$ cat src/rtl/usbtx_pkg.sv
package usbtx_pkg;
    typedef enum logic [1:0] {
        TX_IDLE  = 2'd0,
        TX_RUN   = 2'd1,
        TX_FLUSH = 2'd2
    } tx_state_e;
endpackage

$ cat src/rtl/usbtx_shifter.sv
module usbtx_shifter #(
    parameter int BYTE_W = 8
) (
    input  logic              clk,
    input  logic              rst_n,
    input  logic              load_i,
    input  logic [BYTE_W-1:0] byte_i,
    input  logic              shift_i,
    input  logic              hold_i,
    output logic              full_o,
    output logic              bit_o,
    output logic              last_o
);
    localparam int IDX_W = (BYTE_W > 1) ? $clog2(BYTE_W) : 1;

    typedef struct packed {
        logic [BYTE_W-1:0] data;
        logic [IDX_W-1:0]  idx;
        logic              full;
    } sh_t;

    sh_t s_d, s_q;

    always_comb begin
        s_d = s_q;
        if (load_i) begin
            s_d.data = byte_i;
            s_d.idx  = '0;
            s_d.full = 1'b1;
        end else if (shift_i) begin
            s_d.data = s_q.data >> 1;
            s_d.idx  = s_q.idx + IDX_W'(1);
            if (s_q.idx == IDX_W'(BYTE_W - 1)) begin
                s_d.full = 1'b0;
            end
        end
    end

    always_ff @(posedge clk) begin
        if (!rst_n) begin
            s_q <= '0;
        end else begin
            s_q <= s_d;
        end
    end

    assign full_o = s_q.full;
    assign bit_o  = s_q.data[0];
    assign last_o = (s_q.idx == IDX_W'(BYTE_W - 1));

    // a pending stuffed bit freezes the shift register
    a_r6_hold_on_stuff: assert property (@(posedge clk) disable iff (!rst_n)
        hold_i |=> $stable(s_q.data) && $stable(s_q.idx));

    a_r3_no_load_when_full: assert property (@(posedge clk) disable iff (!rst_n)
        s_q.full |-> !load_i);
endmodule

$ cat src/rtl/usbtx_stuffer.sv
module usbtx_stuffer #(
    parameter int RUN_LEN = 6
) (
    input  logic clk,
    input  logic rst_n,
    input  logic clr_i,
    input  logic emit_i,
    input  logic bit_i,
    output logic stuff_o
);
    localparam int RUN_W = $clog2(RUN_LEN + 1);

    typedef struct packed {
        logic [RUN_W-1:0] ones;
    } st_t;

    st_t s_d, s_q;

    always_comb begin
        s_d = s_q;
        if (clr_i) begin
            s_d.ones = '0;
        end else if (emit_i) begin
            s_d.ones = bit_i ? s_q.ones + RUN_W'(1) : '0;
        end
    end

    always_ff @(posedge clk) begin
        if (!rst_n) begin
            s_q <= '0;
        end else begin
            s_q <= s_d;
        end
    end

    assign stuff_o = (s_q.ones == RUN_W'(RUN_LEN));

    // the run never exceeds the stuffing limit
    a_r4_run_bounded: assert property (@(posedge clk) disable iff (!rst_n)
        s_q.ones <= RUN_W'(RUN_LEN));

    // while a stuff is pending, the emitted bit is a zero
    a_r4_stuff_is_zero: assert property (@(posedge clk) disable iff (!rst_n)
        (stuff_o && emit_i) |-> !bit_i);
endmodule

$ cat src/rtl/usbtx_nrzi.sv
module usbtx_nrzi (
    input  logic clk,
    input  logic rst_n,
    input  logic idle_i,
    input  logic emit_i,
    input  logic bit_i,
    output logic line_o
);
    typedef struct packed {
        logic level;
    } nz_t;

    nz_t s_d, s_q;

    always_comb begin
        s_d = s_q;
        if (idle_i) begin
            s_d.level = 1'b1;
        end else if (emit_i && !bit_i) begin
            s_d.level = ~s_q.level;
        end
    end

    always_ff @(posedge clk) begin
        if (!rst_n) begin
            s_q.level <= 1'b1;
        end else begin
            s_q <= s_d;
        end
    end

    assign line_o = s_q.level;

    // an emitted one keeps the level
    a_r5_one_holds: assert property (@(posedge clk) disable iff (!rst_n)
        (emit_i && bit_i && !idle_i) |=> $stable(line_o));

    // an emitted zero inverts the level
    a_r5_zero_toggles: assert property (@(posedge clk) disable iff (!rst_n)
        (emit_i && !bit_i && !idle_i) |=> (line_o != $past(line_o)));
endmodule

$ cat src/rtl/usbtx_datapath.sv
module usbtx_datapath #(
    parameter int BYTE_W    = 8,
    parameter int RUN_LEN   = 6,
    parameter int MAX_BYTES = 512,
    parameter int LEN_W     = 10
) (
    input  logic              clk,
    input  logic              rst_n,
    input  logic              tx_en,
    input  logic              bit_stb,
    input  logic [LEN_W-1:0]  pkt_len,
    input  logic [BYTE_W-1:0] byte_data,
    input  logic              byte_valid,
    output logic              byte_ready,
    output logic              line_out,
    output logic              line_oe,
    output logic              pkt_done,
    output logic [LEN_W-1:0]  bytes_sent
);
    import usbtx_pkg::*;

    localparam logic [LEN_W-1:0] LEN_CAP = LEN_W'(MAX_BYTES);

    typedef struct packed {
        tx_state_e        st;
        logic [LEN_W-1:0] len;
        logic [LEN_W-1:0] cnt;
        logic             en_prev;
        logic             oe;
        logic             done;
    } ctl_t;

    ctl_t c_d, c_q;

    logic sh_full, sh_bit, sh_last;
    logic stuff_pend;
    logic go, start, emit_stuff, emit_data, finish, emit, emit_bit, byte_end, load;

    always_comb begin
        go         = bit_stb && tx_en;
        start      = (c_q.st == TX_IDLE) && tx_en && !c_q.en_prev && (pkt_len != '0);
        emit_stuff = go && (c_q.st != TX_IDLE) && stuff_pend;
        emit_data  = go && (c_q.st == TX_RUN) && !stuff_pend && sh_full;
        finish     = go && (c_q.st == TX_FLUSH) && !stuff_pend;
        emit       = emit_stuff || emit_data;
        emit_bit   = emit_data ? sh_bit : 1'b0;
        byte_end   = emit_data && sh_last;
        byte_ready = (c_q.st == TX_RUN) && tx_en && !sh_full && !stuff_pend;
        load       = byte_valid && byte_ready;

        c_d         = c_q;
        c_d.en_prev = tx_en;
        c_d.done    = 1'b0;
        if (start) begin
            c_d.st  = TX_RUN;
            c_d.len = (pkt_len > LEN_CAP) ? LEN_CAP : pkt_len;
            c_d.cnt = '0;
            c_d.oe  = 1'b1;
        end else if (finish) begin
            c_d.st   = TX_IDLE;
            c_d.oe   = 1'b0;
            c_d.done = 1'b1;
        end else if (byte_end) begin
            c_d.cnt = c_q.cnt + LEN_W'(1);
            if (c_q.cnt + LEN_W'(1) == c_q.len) begin
                c_d.st = TX_FLUSH;
            end
        end
    end

    always_ff @(posedge clk) begin
        if (!rst_n) begin
            c_q <= '{st: TX_IDLE, len: '0, cnt: '0, en_prev: 1'b0, oe: 1'b0, done: 1'b0};
        end else begin
            c_q <= c_d;
        end
    end

    usbtx_shifter #(.BYTE_W(BYTE_W)) u_shift (
        .clk     (clk),
        .rst_n   (rst_n),
        .load_i  (load),
        .byte_i  (byte_data),
        .shift_i (emit_data),
        .hold_i  (stuff_pend && (c_q.st == TX_RUN)),
        .full_o  (sh_full),
        .bit_o   (sh_bit),
        .last_o  (sh_last)
    );

    usbtx_stuffer #(.RUN_LEN(RUN_LEN)) u_stuff (
        .clk     (clk),
        .rst_n   (rst_n),
        .clr_i   (start),
        .emit_i  (emit),
        .bit_i   (emit_bit),
        .stuff_o (stuff_pend)
    );

    usbtx_nrzi u_nrzi (
        .clk    (clk),
        .rst_n  (rst_n),
        .idle_i (start || finish),
        .emit_i (emit),
        .bit_i  (emit_bit),
        .line_o (line_out)
    );

    assign line_oe    = c_q.oe;
    assign pkt_done   = c_q.done;
    assign bytes_sent = c_q.cnt;

    // no byte is accepted while a stuffed bit waits
    a_r6_no_ready_on_stuff: assert property (@(posedge clk) disable iff (!rst_n)
        stuff_pend |-> !byte_ready);

    // with tx_en low the line side is frozen
    a_r7_pause_holds: assert property (@(posedge clk) disable iff (!rst_n)
        !tx_en |=> $stable(line_out) && $stable(line_oe) && $stable(bytes_sent));

    // the byte count never passes the cap
    a_r9_cnt_capped: assert property (@(posedge clk) disable iff (!rst_n)
        bytes_sent <= LEN_CAP);

    // the done pulse follows an enabled strobe and leaves the line idle
    a_r10_done_after_stb: assert property (@(posedge clk) disable iff (!rst_n)
        pkt_done |-> $past(bit_stb && tx_en) && line_out && !line_oe);

    // done is a single-cycle pulse
    a_r10_done_pulse: assert property (@(posedge clk) disable iff (!rst_n)
        pkt_done |=> !pkt_done);
endmodule

$ cat config.mk
export PLATFORM = sky130hd
export DESIGN_NAME = usbtx_datapath
export DESIGN_NICKNAME = d
export VERILOG_FILES = /design/src/rtl/usbtx_pkg.sv /design/src/rtl/usbtx_shifter.sv /design/src/rtl/usbtx_stuffer.sv /design/src/rtl/usbtx_nrzi.sv /design/src/rtl/usbtx_datapath.sv
export SDC_FILE = /design/constraint.sdc
export NUM_CORES = 1
export LEC_CHECK = 0
export ABC_AREA = 1
export BUFFER_PORTS_ARGS = -buffer_cell sky130_fd_sc_hd__buf_4
export CORE_ASPECT_RATIO = 0.8
export CORE_MARGIN = 10
export CORE_UTILIZATION = 30
export CTS_BUF_LIST = sky130_fd_sc_hd__clkbuf_4
export CTS_CLUSTER_SIZE = 12
export DETAILED_ROUTE_END_ITERATION = 12
export GPL_ROUTABILITY_DRIVEN = 0
export GPL_TIMING_DRIVEN = 0
export PLACE_DENSITY_LB_ADDON = 0.08
export SYNTH_ARGS = -nofsm -noshare
export SYNTH_HDL_FRONTEND = slang
export SYNTH_SLANG_ARGS = --single-unit
$ cat constraint.sdc
create_clock -name clk -period 1.7 [get_ports clk]
set_clock_uncertainty 0.15 [all_clocks]
set_input_delay 0.51 -clock clk [delete_from_list [all_inputs] [get_ports clk]]
set_output_delay 0.51 -clock clk [all_outputs]
set_load 0.02 [all_outputs]
==> impl_metrics.env, run 1 <==
export IMPL_switchingPower_uw=524.8
export IMPL_clockRootBuffer="clkbuf_4"
export IMPL_crit_required_ns=1.04
export IMPL_yosys_area_share_simple_pct=35.17
export IMPL_hpwl_um=4819
export IMPL_met2WireLength_um=3329
export IMPL_pwr_share_seq_pct=48.5
export IMPL_cts_max_path_buffers=2
export IMPL_cts_buffers=5
export IMPL_die_y_um=98.65
export IMPL_layout_setup_ws_ns=-0.2888
export IMPL_finalSetupViolCount=40
export IMPL_critPathArrivalTime_ns=1.33
export IMPL_switching_share_pct=25.52
export IMPL_yosys_warnings=0
export IMPL_layout_area_overhead_vs_synth_pct=48.22
export IMPL_final_common_cell="nand2_1"
export IMPL_irDropWorstVdd_v=0.0002870
export IMPL_finalCritPeriodShare_pct=117.0
export IMPL_fmax_mhz=502.8
export IMPL_antenna_cells=0
export IMPL_worstPathMaxFanout=2
export IMPL_clock_sinks=41
export IMPL_coreArea_sq_um=7462
export IMPL_multi_input_area_sq_um=1493
export IMPL_wl_per_cell_um=13.84
export IMPL_grt_pass1_vias=2257
export IMPL_nets=423
export IMPL_synth_seq_cells=41
export IMPL_avgSynthCellArea_sq_um=7.029
export IMPL_rows=28
export IMPL_wl_met3_um=312
export IMPL_seqCellArea_sq_um=847.1
export IMPL_holdPathStages=3
export IMPL_synth_nets=358
export IMPL_status="finished, violations left"
export IMPL_regToRegStartpoint="u_stuff.s_q[0]$_SDFFE_PP0P_"
export IMPL_power_uw=2057
export IMPL_ios=37
export IMPL_synthAdderAreaFrac_pct=2.697
export IMPL_ys_seq_area_share_pct=35.38
export IMPL_die_x_um=118.3
export IMPL_antenna_found_initial=0
export IMPL_synth_cell_types=36
export IMPL_reg2reg_to="u_nrzi.line_o$_SDFFE_PP1P_"
export IMPL_viasPerCell=4.661
export IMPL_synth_mux_area_share_pct=0
export IMPL_dpl_cell_count=469
export IMPL_fin_crit_ns=1.989
export IMPL_highest_layer="met4"
export IMPL_drt_met1_wl_um=3243
export IMPL_place_port_buffers=34
export IMPL_rsz0062_at_grt="true"
export IMPL_first_pass_iters=5
export IMPL_drc=0
export IMPL_min_to="c_q[14]$_SDFFE_PN0P_"
export IMPL_htreeDepth=2
export IMPL_cts_tree="done"
export IMPL_worstSkewPairLatency_ns=0.36
export IMPL_violations="negative setup slack"
export IMPL_drv_slew=0
export IMPL_synth_xor_area_share_pct=1.133
export IMPL_power_leakage_uw=0.001423
export IMPL_drive_gt1_share_pct=40.40
export IMPL_worst_pin_slew_ns=0.5583
export IMPL_crit_type="reg2out"
export IMPL_clkPwrFrac_pct=39.9
export IMPL_crit_path_start_kind="flop"
export IMPL_routed_wl_um=6936
export IMPL_grt_max_degree=14
export IMPL_r2r_slack_ns=-0.23
export IMPL_drv_cap=0
export IMPL_maxSlewHeadroom_pct=62.78
export IMPL_grt_pass1_wl_um=10900
export IMPL_vias=2335
export IMPL_hold_violations=0
export IMPL_track_usage_pct=11.36
export IMPL_initial_core_util_pct=31.09
export IMPL_fillers=809
export IMPL_dieArea_sq_um=11670
export IMPL_share_comb_of_total_power_pct=11.6
export IMPL_layoutNonFillerInstCount=501
export IMPL_reg2regPathDepth=13
export IMPL_layout_common_cells="71 x nand2_1, 49 x buf_4, 42 x nand3_1, 33 x inv_1, 30 x dfxtp_1"
export IMPL_final_cell_area_sq_um=3438
export IMPL_hp_class="in2reg"
export IMPL_ant_nets=0
export IMPL_worstSetupEndpointType="output port"
export IMPL_p_per_area_nw_per_um2=598.2
export IMPL_synth_top_family_by_area="simple AND/OR/NAND/NOR gates"
export IMPL_hold_path_startpoint="pkt_len[1]"
export IMPL_cellInternalPower_uw=1532
export IMPL_synthCells=330
export IMPL_syn_area_sq_um=2320
export IMPL_clkTransAtPathRegs_ns=0.14
export IMPL_drtIter0Drc=104
export IMPL_synth_compound_area_share_pct=13.32
export IMPL_place_area_sq_um=2734
export IMPL_grt_overflow=0
critical path, cell delays in order (launching register included):
cell	delay [ns]
dfxtp_2	0.36
inv_2	0.05
ha_4	0.15
nand2_4	0.05
nor3b_4	0.22
buf_6	0.15
cells by family after synthesis:
family	count (synthesis)
compound gates	45
buf+inv	58
simple gates	178
fa+ha+maj	5
xor+xnor	3
flops	41
worst max path at each step:
| stage | from | to | slack (ns) | cells after the start |
|---|---|---|---|---|
| 6_report | u_stuff.s_q[0]$_SDFFE_PP0P_ | byte_ready | -0.29 | 5 |
| 5_1_grt | u_stuff.s_q[0]$_SDFFE_PP0P_ | c_q[23]$_SDFFE_PN0P_ | -0.36 | 13 |
| 4_1_cts | u_stuff.s_q[0]$_SDFFE_PP0P_ | byte_ready | -0.30 | 5 |
| 3_5_place_dp | pkt_len[6] | c_q[18]$_SDFFE_PN0P_ | -0.40 | 7 |
| 3_3_place_gp | pkt_len[0] | c_q[18]$_SDFFE_PN0P_ | -0.43 | 7 |
| 2_1_floorplan | tx_en | u_shift.s_q[10]$_SDFFE_PN0P_ | 0.002 | 6 |
registers in the layout, summed over array words and instances, names as in the netlist:
name and count:
u_shift.s_q 10, u_shift.bit_o 1, bytes_sent 10, u_stuff.s_q 3
u_nrzi.line_o 1, line_oe 1, u_shift.full_o 1, pkt_done 1
c_q 13
cells in the mapped netlist:
cell	n	area share (%)
nor2_1	23	3.7
or2_1	1	0.27
a211oi_2	8	4.3
nand2_4	1	0.49
xnor2_1	2	0.76
o31ai_1	1	0.32
nor2_2	2	0.54
o21ai_1	4	0.86
xor2_1	1	0.38
inv_1	37	6.0
nor3_1	1	0.22
nor3b_4	1	0.81
a21oi_1	16	3.5
dfxtp_1	41	35
nand2_2	4	1.1
o21ai_0	4	0.86
clkbuf_1	3	0.49
buf_2	3	0.65
a22oi_1	1	0.32
o22ai_1	1	0.27
buf_4	11	3.6
or3b_1	1	0.38
o21ai_2	1	0.38
or2_2	1	0.27
buf_6	3	1.5
a211oi_1	1	0.32
nor3_2	1	0.43
nand2_1	83	13
nand3_1	53	11
a31oi_1	7	1.9
nor2_4	2	0.97
buf_1	1	0.16
nand3b_1	1	0.32
ha_1	5	2.7
o21bai_1	1	0.32
nand4_1	3	0.81
metal layers:
layer / global-route usage [%] / vias up
met4: 3.036 / 0
met3: 3.136 / 5
met2: 18.38 / 39
li1: - / 1203
met5: 0 / -
met1: 14.55 / 1088
power by group through the flow:
| stage | Clock [uW] | Sequential [uW] | Combinational [uW] |
|---|---|---|---|
| after floorplan | 0 | 1020 | 125 |
| final | 822 | 997 | 238 |
| after CTS | 835 | 1000 | 231 |
| after global routing | 874 | 1000 | 264 |
| after global placement | 0 | 1030 | 218 |
| after detailed placement | 0 | 1030 | 218 |
area by class of cell:
class / instances / area share [%]
clock buffers: 5 / 1.092
well taps: 105 / 3.821
plain buffers: 19 / 5.022
repair buffers: 60 / 15.94
multi-input cells: 231 / 43.41
flip-flops and latches: 41 / 24.64
clock inverters: 3 / 1.892
inverters: 37 / 4.185
per-stage QoR:
step	hold WS [ns]	worst slack [ns]	setup TNS (ns)	utilization [%]
4_1_cts	0.2161	-0.3040	-2.881	42.62
3_5_place_dp	0.3168	-0.4016	-11.57	36.64
5_1_grt	0.2248	-0.3612	-9.013	46.08
3_3_place_gp	0.3034	-0.4288	-11.75	36.64
2_1_floorplan	0.2884	0.001873	0	-
6_report	0.2290	-0.2888	-4.862	46.08
what timing repair did:
action | 4_1_cts | 5_1_grt
pin swaps | 21 | 20
gates cloned | 1 | 1
buffers inserted | 11 | 15
setup endpoints to repair | 34 | 47
resized for setup | 64 | 44
hold buffers | 0 | 0
Power figures use the tool's default switching activity.
==> inputs of run 2 (changes only) <==
==> constraint.sdc (replaced) <==
create_clock -name clk -period 2.5 [get_ports clk]
set_clock_uncertainty 0.15 [all_clocks]
set_input_delay 0.75 -clock clk [delete_from_list [all_inputs] [get_ports clk]]
set_output_delay 0.75 -clock clk [all_outputs]
set_load 0.02 [all_outputs]
==> run 2 against run 1 <==
  * The run now ends clean
  * Cell count is 4.6% lower
  * First-iteration DRC count is 60% higher
  * Design area is 19% lower
  * Power is 37% lower
  * Worst setup slack better by 0.45 ns
  * Clock power is 44% lower
  * Die area stayed put
  * Critical endpoint unchanged
  * Largest cell class unchanged
  * Highest routed layer unchanged
==> impl_metrics.env, run 2 (same netlist as run 1, synthesis figures left out) <==
export IMPL_final_cell_area_sq_um=2800
export IMPL_largest_register_ffs=13
export IMPL_worstSkewPairLatency_ns=0.36
export IMPL_crit_path_start_kind="flop"
export IMPL_worstSetupEndpointType="output port"
export IMPL_maxSlewHeadroom_pct=61.65
export IMPL_critPathArrivalTime_ns=1.44
export IMPL_coreArea_sq_um=7462
export IMPL_drv_slew=0
export IMPL_cts_buffers=5
export IMPL_power_leakage_uw=0.001190
export IMPL_hold_buffers=0
export IMPL_fmax_mhz=427.5
export IMPL_setup_tns_final_ns=0
export IMPL_cts_max_path_buffers=2
export IMPL_crit_required_ns=1.60
export IMPL_die_x_um=118.3
export IMPL_grt_pass1_vias=2211
export IMPL_post_route_util_pct=37.53
export IMPL_hp_class="reg2reg"
export IMPL_reg_top3="c_q x13, bytes_sent x10, u_shift.s_q x10"
export IMPL_place_area_sq_um=2706
export IMPL_vias=2161
export IMPL_critical_path_buf_inv_count=2
export IMPL_first_pass_iters=4
export IMPL_drv_cap=0
export IMPL_antenna_found_initial=0
export IMPL_nets=400
export IMPL_cts_tree="done"
export IMPL_fin_crit_ns=2.339
export IMPL_viasPerCell=4.521
export IMPL_cp_cell_sequence="inv_1 -> ha_1 -> nand2_2 -> nor3b_4 -> buf_4"
export IMPL_cp_slowest_cell="dfxtp_1"
export IMPL_hold_violations=0
export IMPL_layoutNonFillerInstCount=478
export IMPL_drive_gt1_share_pct=21.98
export IMPL_rsz0062_at_grt="false"
export IMPL_grt_overflow=0
export IMPL_dpl_cell_count=469
export IMPL_rows=28
export IMPL_top_register="c_q"
export IMPL_die_y_um=98.65
export IMPL_htreeDepth=2
export IMPL_ios=37
export IMPL_grt_pass1_wl_um=10540
export IMPL_clockRootBuffer="clkbuf_4"
export IMPL_p_per_area_nw_per_um2=460.1
export IMPL_cp_slowest_stage_delay_ns=0.35
export IMPL_status="finished clean"
export IMPL_irDropWorstVdd_v=0.0001978
export IMPL_antenna_cells=0
export IMPL_worstPathMaxFanout=3
export IMPL_clock_sinks=41
export IMPL_final_common_cell="nand2_1"
export IMPL_wl_per_cell_um=12.88
export IMPL_layout_area_overhead_vs_synth_pct=20.71
export IMPL_dieArea_sq_um=11670
export IMPL_drtIter0Drc=166
export IMPL_finalSetupViolCount=0
export IMPL_ant_nets=0
export IMPL_place_port_buffers=34
export IMPL_initial_core_util_pct=31.09
export IMPL_finalCritPeriodShare_pct=93.57
export IMPL_worst_pin_slew_ns=0.5753
export IMPL_grt_max_degree=15
export IMPL_cp_top_family="flip-flops"
export IMPL_track_usage_pct=10.93
export IMPL_routed_wl_um=6156
export IMPL_hpwl_um=4798
export IMPL_holdWs_ns=0.3300
export IMPL_clkTransAtPathRegs_ns=0.14
export IMPL_crit_type="reg2out"
export IMPL_layout_common_cells="82 x nand2_1, 53 x nand3_1, 46 x buf_4, 41 x dfxtp_1, 37 x inv_1"
export IMPL_drc=0
## run 2: changes by cell type in the layout (fill, tap and decap cells not counted), moves of 6 or more
cell     change
a21oi_1      +8
buf_6       -18
dfxtp_1     +11
dfxtp_2      -6
nand2_1     +11
nand2_2      -8
nand3_1     +11
nand3_2     -10
nor2_4       -7
## run 2: timing repair
action	CTS	global route
setup endpoints to repair	1	1
gates resized for setup	0	1
hold endpoints to repair	0	0
setup buffers	1	0
## run 2: final timing paths
path / from / cells after the start / endpoint / slack (ns)
worst max-delay path: u_stuff.s_q[0]$_SDFFE_PP0P_ / 5 / byte_ready / 0.16
worst min-delay path: u_shift.s_q[3]$_SDFFE_PP0N_ / 2 / u_shift.s_q[3]$_SDFFE_PP0N_ / 0.33
worst max register to register: bytes_sent[0]$_SDFFE_PP0P_ / 12 / c_q[23]$_SDFFE_PN0P_ / 0.50
worst min register to register: u_shift.s_q[3]$_SDFFE_PP0N_ / 2 / u_shift.s_q[3]$_SDFFE_PP0N_ / 0.33
## run 2: cell type report
| class | instances | area [sq um] |
|---|---|---|
| Sequential cell | 41 | 820.8 |
| Clock buffer | 5 | 37.54 |
| Fill cell | 823 | 4662 |
| Timing Repair Buffer | 35 | 262.8 |
| Tap cell | 105 | 131.4 |
| Multi-Input combinational cell | 231 | 1216 |
| Buffer | 21 | 146.4 |
| Clock inverter | 3 | 46.29 |
| Inverter | 37 | 138.9 |
## run 2: layer usage
metal / vias to the layer above / global-route usage, % / part of all wire (%)
met5: - / 0 / 0
met4: 0 / 3.036 / 0.86
met3: 5 / 2.965 / 5.0
met2: 30 / 17.26 / 45
met1: 967 / 14.30 / 50
li1: 1159 / - / -
## run 2: per-stage QoR
step | setup slack, ns | power [uW]
after floorplan | 0.2980 | 778.9
after global placement | -0.04081 | 841.2
after detailed placement | -0.04132 | 841.2
after CTS | 0.1044 | 1314
after global routing | 0.03908 | 1354
final | 0.1606 | 1288
## run 2: worst min-delay path, cell delays in order (launching register included)
cell     delay, ns
dfxtp_1       0.34
nand2_1       0.06
a21oi_1       0.05
## run 2: report_power, final
part           switching (uW)  leakage (uW)  total (uW)  internal, uW
Clock                     250     0.0000414         462           212
Combinational            85.3      0.000816         145          59.5
Sequential               10.9      0.000332         682           671
==> inputs of run 3 (changes only) <==
--- a/config.mk
+++ b/config.mk
@@ -6,7 +6,7 @@
 export NUM_CORES = 1
 export LEC_CHECK = 0
 export ABC_AREA = 1
-export BUFFER_PORTS_ARGS = -buffer_cell sky130_fd_sc_hd__buf_4
+export BUFFER_PORTS_ARGS = -buffer_cell sky130_fd_sc_hd__buf_2
 export CORE_ASPECT_RATIO = 0.8
 export CORE_MARGIN = 10
 export CORE_UTILIZATION = 30
==> run 3 against run 2 <==
  * First-iteration DRC count shrank 45%
  * Via count grew 1.8%
  * Count of clock-buffer cells in the layout unchanged
  * Design area shrank 2.3%
  * Power is 6.7% higher
  * Global-route usage hardly changed
  * Clock power is 21% higher
  * Flip-flop and latch count unchanged
  * Worst hold slack improved by 0.00075 ns
  * Sequential share of layout area rose by 0.74 points
==> impl_metrics.env, run 3 (same netlist as run 1, synthesis figures left out) <==
export IMPL_status="finished clean"
export IMPL_holdPathStages=2
export IMPL_finalSetupViolCount=0
export IMPL_grt_max_degree=14
export IMPL_hp_class="reg2reg"
export IMPL_power_leakage_uw=0.001185
export IMPL_worst_pin_slew_ns=0.5697
export IMPL_maxSlewHeadroom_pct=62.02
export IMPL_cellInternalPower_uw=1031
export IMPL_irDropWorstVdd_v=0.0002122
export IMPL_grt_pass1_vias=2141
export IMPL_crit_path_start_kind="flop"
export IMPL_cts_tree="done"
export IMPL_layout_common_cells="83 x nand2_1, 53 x nand3_1, 40 x dfxtp_1, 37 x inv_1, 36 x buf_2"
export IMPL_htreeDepth=2
export IMPL_regToRegStartpoint="bytes_sent[0]$_SDFFE_PP0P_"
export IMPL_share_comb_of_total_power_pct=9.9
export IMPL_cts_buffers=5
export IMPL_critical_path_buf_inv_count=2
export IMPL_fillers=844
export IMPL_final_common_cell="nand2_1"
export IMPL_pre_cts_slack_ns=-0.09334
export IMPL_antenna_cells=0
export IMPL_rsz0062_at_grt="false"
export IMPL_place_area_sq_um=2621
export IMPL_cts_max_path_buffers=2
export IMPL_die_y_um=98.65
export IMPL_crit_required_ns=1.60
export IMPL_top_register="c_q"
export IMPL_final_cell_area_sq_um=2735
export IMPL_clkPwrFrac_pct=40.5
export IMPL_min_to="u_shift.s_q[3]$_SDFFE_PP0N_"
export IMPL_worstSkewPairLatency_ns=0.36
export IMPL_highest_layer="met4"
export IMPL_clock_sinks=41
export IMPL_wl_met3_um=312
export IMPL_place_port_buffers=34
export IMPL_drc=0
export IMPL_clockRootBuffer="clkbuf_4"
export IMPL_reg_top3="c_q x13, bytes_sent x10, u_shift.s_q x10"
export IMPL_reg2reg_to="c_q[23]$_SDFFE_PN0P_"
export IMPL_drt_met1_wl_um=3149
export IMPL_reg2regPathDepth=12
export IMPL_first_pass_iters=5
export IMPL_clkTransAtPathRegs_ns=0.14
export IMPL_fmax_mhz=423.3
export IMPL_hold_violations=0
export IMPL_drv_cap=0
export IMPL_critPathArrivalTime_ns=1.46
export IMPL_cp_cell_sequence="inv_1 -> ha_1 -> nand2_1 -> nor3b_4 -> buf_4"
export IMPL_switching_share_pct=25.05
export IMPL_rows=28
export IMPL_dieArea_sq_um=11670
export IMPL_hold_buffers=0
export IMPL_multi_input_area_sq_um=1214
export IMPL_crit_type="reg2out"
export IMPL_largest_register_ffs=13
export IMPL_worstPathMaxFanout=3
export IMPL_switchingPower_uw=344.5
export IMPL_nets=400
export IMPL_r2r_slack_ns=0.54
export IMPL_die_x_um=118.3
export IMPL_cp_top_family="flip-flops"
export IMPL_layout_area_overhead_vs_synth_pct=17.91
export IMPL_ant_nets=0
export IMPL_track_usage_pct=10.92
export IMPL_fin_crit_ns=2.362
export IMPL_drtIter0Drc=91
export IMPL_hold_path_startpoint="u_shift.s_q[3]$_SDFFE_PP0N_"
export IMPL_viasPerCell=4.603
export IMPL_grt_overflow=0
export IMPL_drv_slew=0
export IMPL_hpwl_um=4846
export IMPL_finalCritPeriodShare_pct=94.50
export IMPL_antenna_found_initial=0
export IMPL_layout_setup_ws_ns=0.1376
export IMPL_drive_gt1_share_pct=21.98
export IMPL_cp_slowest_stage_delay_ns=0.36
export IMPL_routed_wl_um=6287
export IMPL_p_per_area_nw_per_um2=502.8
export IMPL_vias=2200
export IMPL_met2WireLength_um=2770
export IMPL_wl_per_cell_um=13.15
export IMPL_worstSetupEndpointType="output port"
export IMPL_cp_slowest_cell="dfxtp_2"
export IMPL_initial_core_util_pct=31.09
export IMPL_pwr_share_seq_pct=49.6
export IMPL_seqCellArea_sq_um=822.0
export IMPL_coreArea_sq_um=7462
export IMPL_grt_pass1_wl_um=10540
export IMPL_ios=37
==> run 3: through the flow <==
| step | power (uW) | setup TNS, ns | hold slack (ns) | cells | utilization (%) |
|---|---|---|---|---|---|
| global placement | 831.7 | -0.09021 | 0.3034 | 469 | 35.13 |
| global route | 1432 | 0 | 0.3422 | 478 | 36.65 |
| floorplan | 778.9 | 0 | 0.2884 | 330 | - |
| detailed placement | 831.3 | -0.09334 | 0.3116 | 469 | 35.13 |
| finish | 1375 | 0 | 0.3307 | 478 | 36.65 |
| CTS | 1393 | 0 | 0.3307 | 478 | 36.60 |
==> run 3: final cells by class <==
type                       count  share of cell area (%)
clock inverter                 3                   2.379
sequential                    41                   30.05
buffer                        21                   5.352
inverter                      37                   5.078
tap                          105                   4.803
timing repair buffer          35                   6.587
multi-input combinational    231                   44.37
clock buffer                   5                   1.372
==> run 3: how the worst max path moves through the flow <==
stage | from | slack, ns | to | cells after the start
global placement | tx_en | -0.09 | byte_ready | 4
detailed placement | tx_en | -0.09 | byte_ready | 4
finish | u_stuff.s_q[0]$_SDFFE_PP0P_ | 0.14 | byte_ready | 5
global route | u_stuff.s_q[0]$_SDFFE_PP0P_ | 0.02 | byte_ready | 5
CTS | u_stuff.s_q[0]$_SDFFE_PP0P_ | 0.06 | byte_ready | 5
floorplan | tx_en | 0.30 | byte_ready | 2
==> run 3: per-layer routing <==
| metal | track usage, % | vias up |
|---|---|---|
| li1 | - | 1165 |
| met1 | 14.31 | 996 |
| met2 | 17.35 | 34 |
| met3 | 3.079 | 5 |
| met4 | 2.562 | 0 |
| met5 | 0 | - |
==> run 3: timing repair <==
item,4_1_cts,5_1_grt
resized for setup,0,2
setup endpoints to repair,1,1
buffers inserted,1,0
==> run 3: worst register-to-register path, cell delays in order, from the launching register on <==
cell	delay, ns
dfxtp_1	0.45
ha_1	0.27
nand2_2	0.09
nor2_2	0.21
nand2_1	0.07
nand2_1	0.10
nand2_1	0.06
nand2_1	0.08
nand2_1	0.05
nor2_1	0.08
nand3_1	0.09
o21bai_1	0.13
nand2_1	0.05
==> run 3: power by group through the flow <==
stage | registers [uW] | logic, uW | clock network, uW
finish | 682 | 136 | 557
global route | 685 | 155 | 592
CTS | 682 | 137 | 574
detailed placement | 697 | 135 | 0
global placement | 697 | 135 | 0
floorplan | 696 | 83.1 | 0
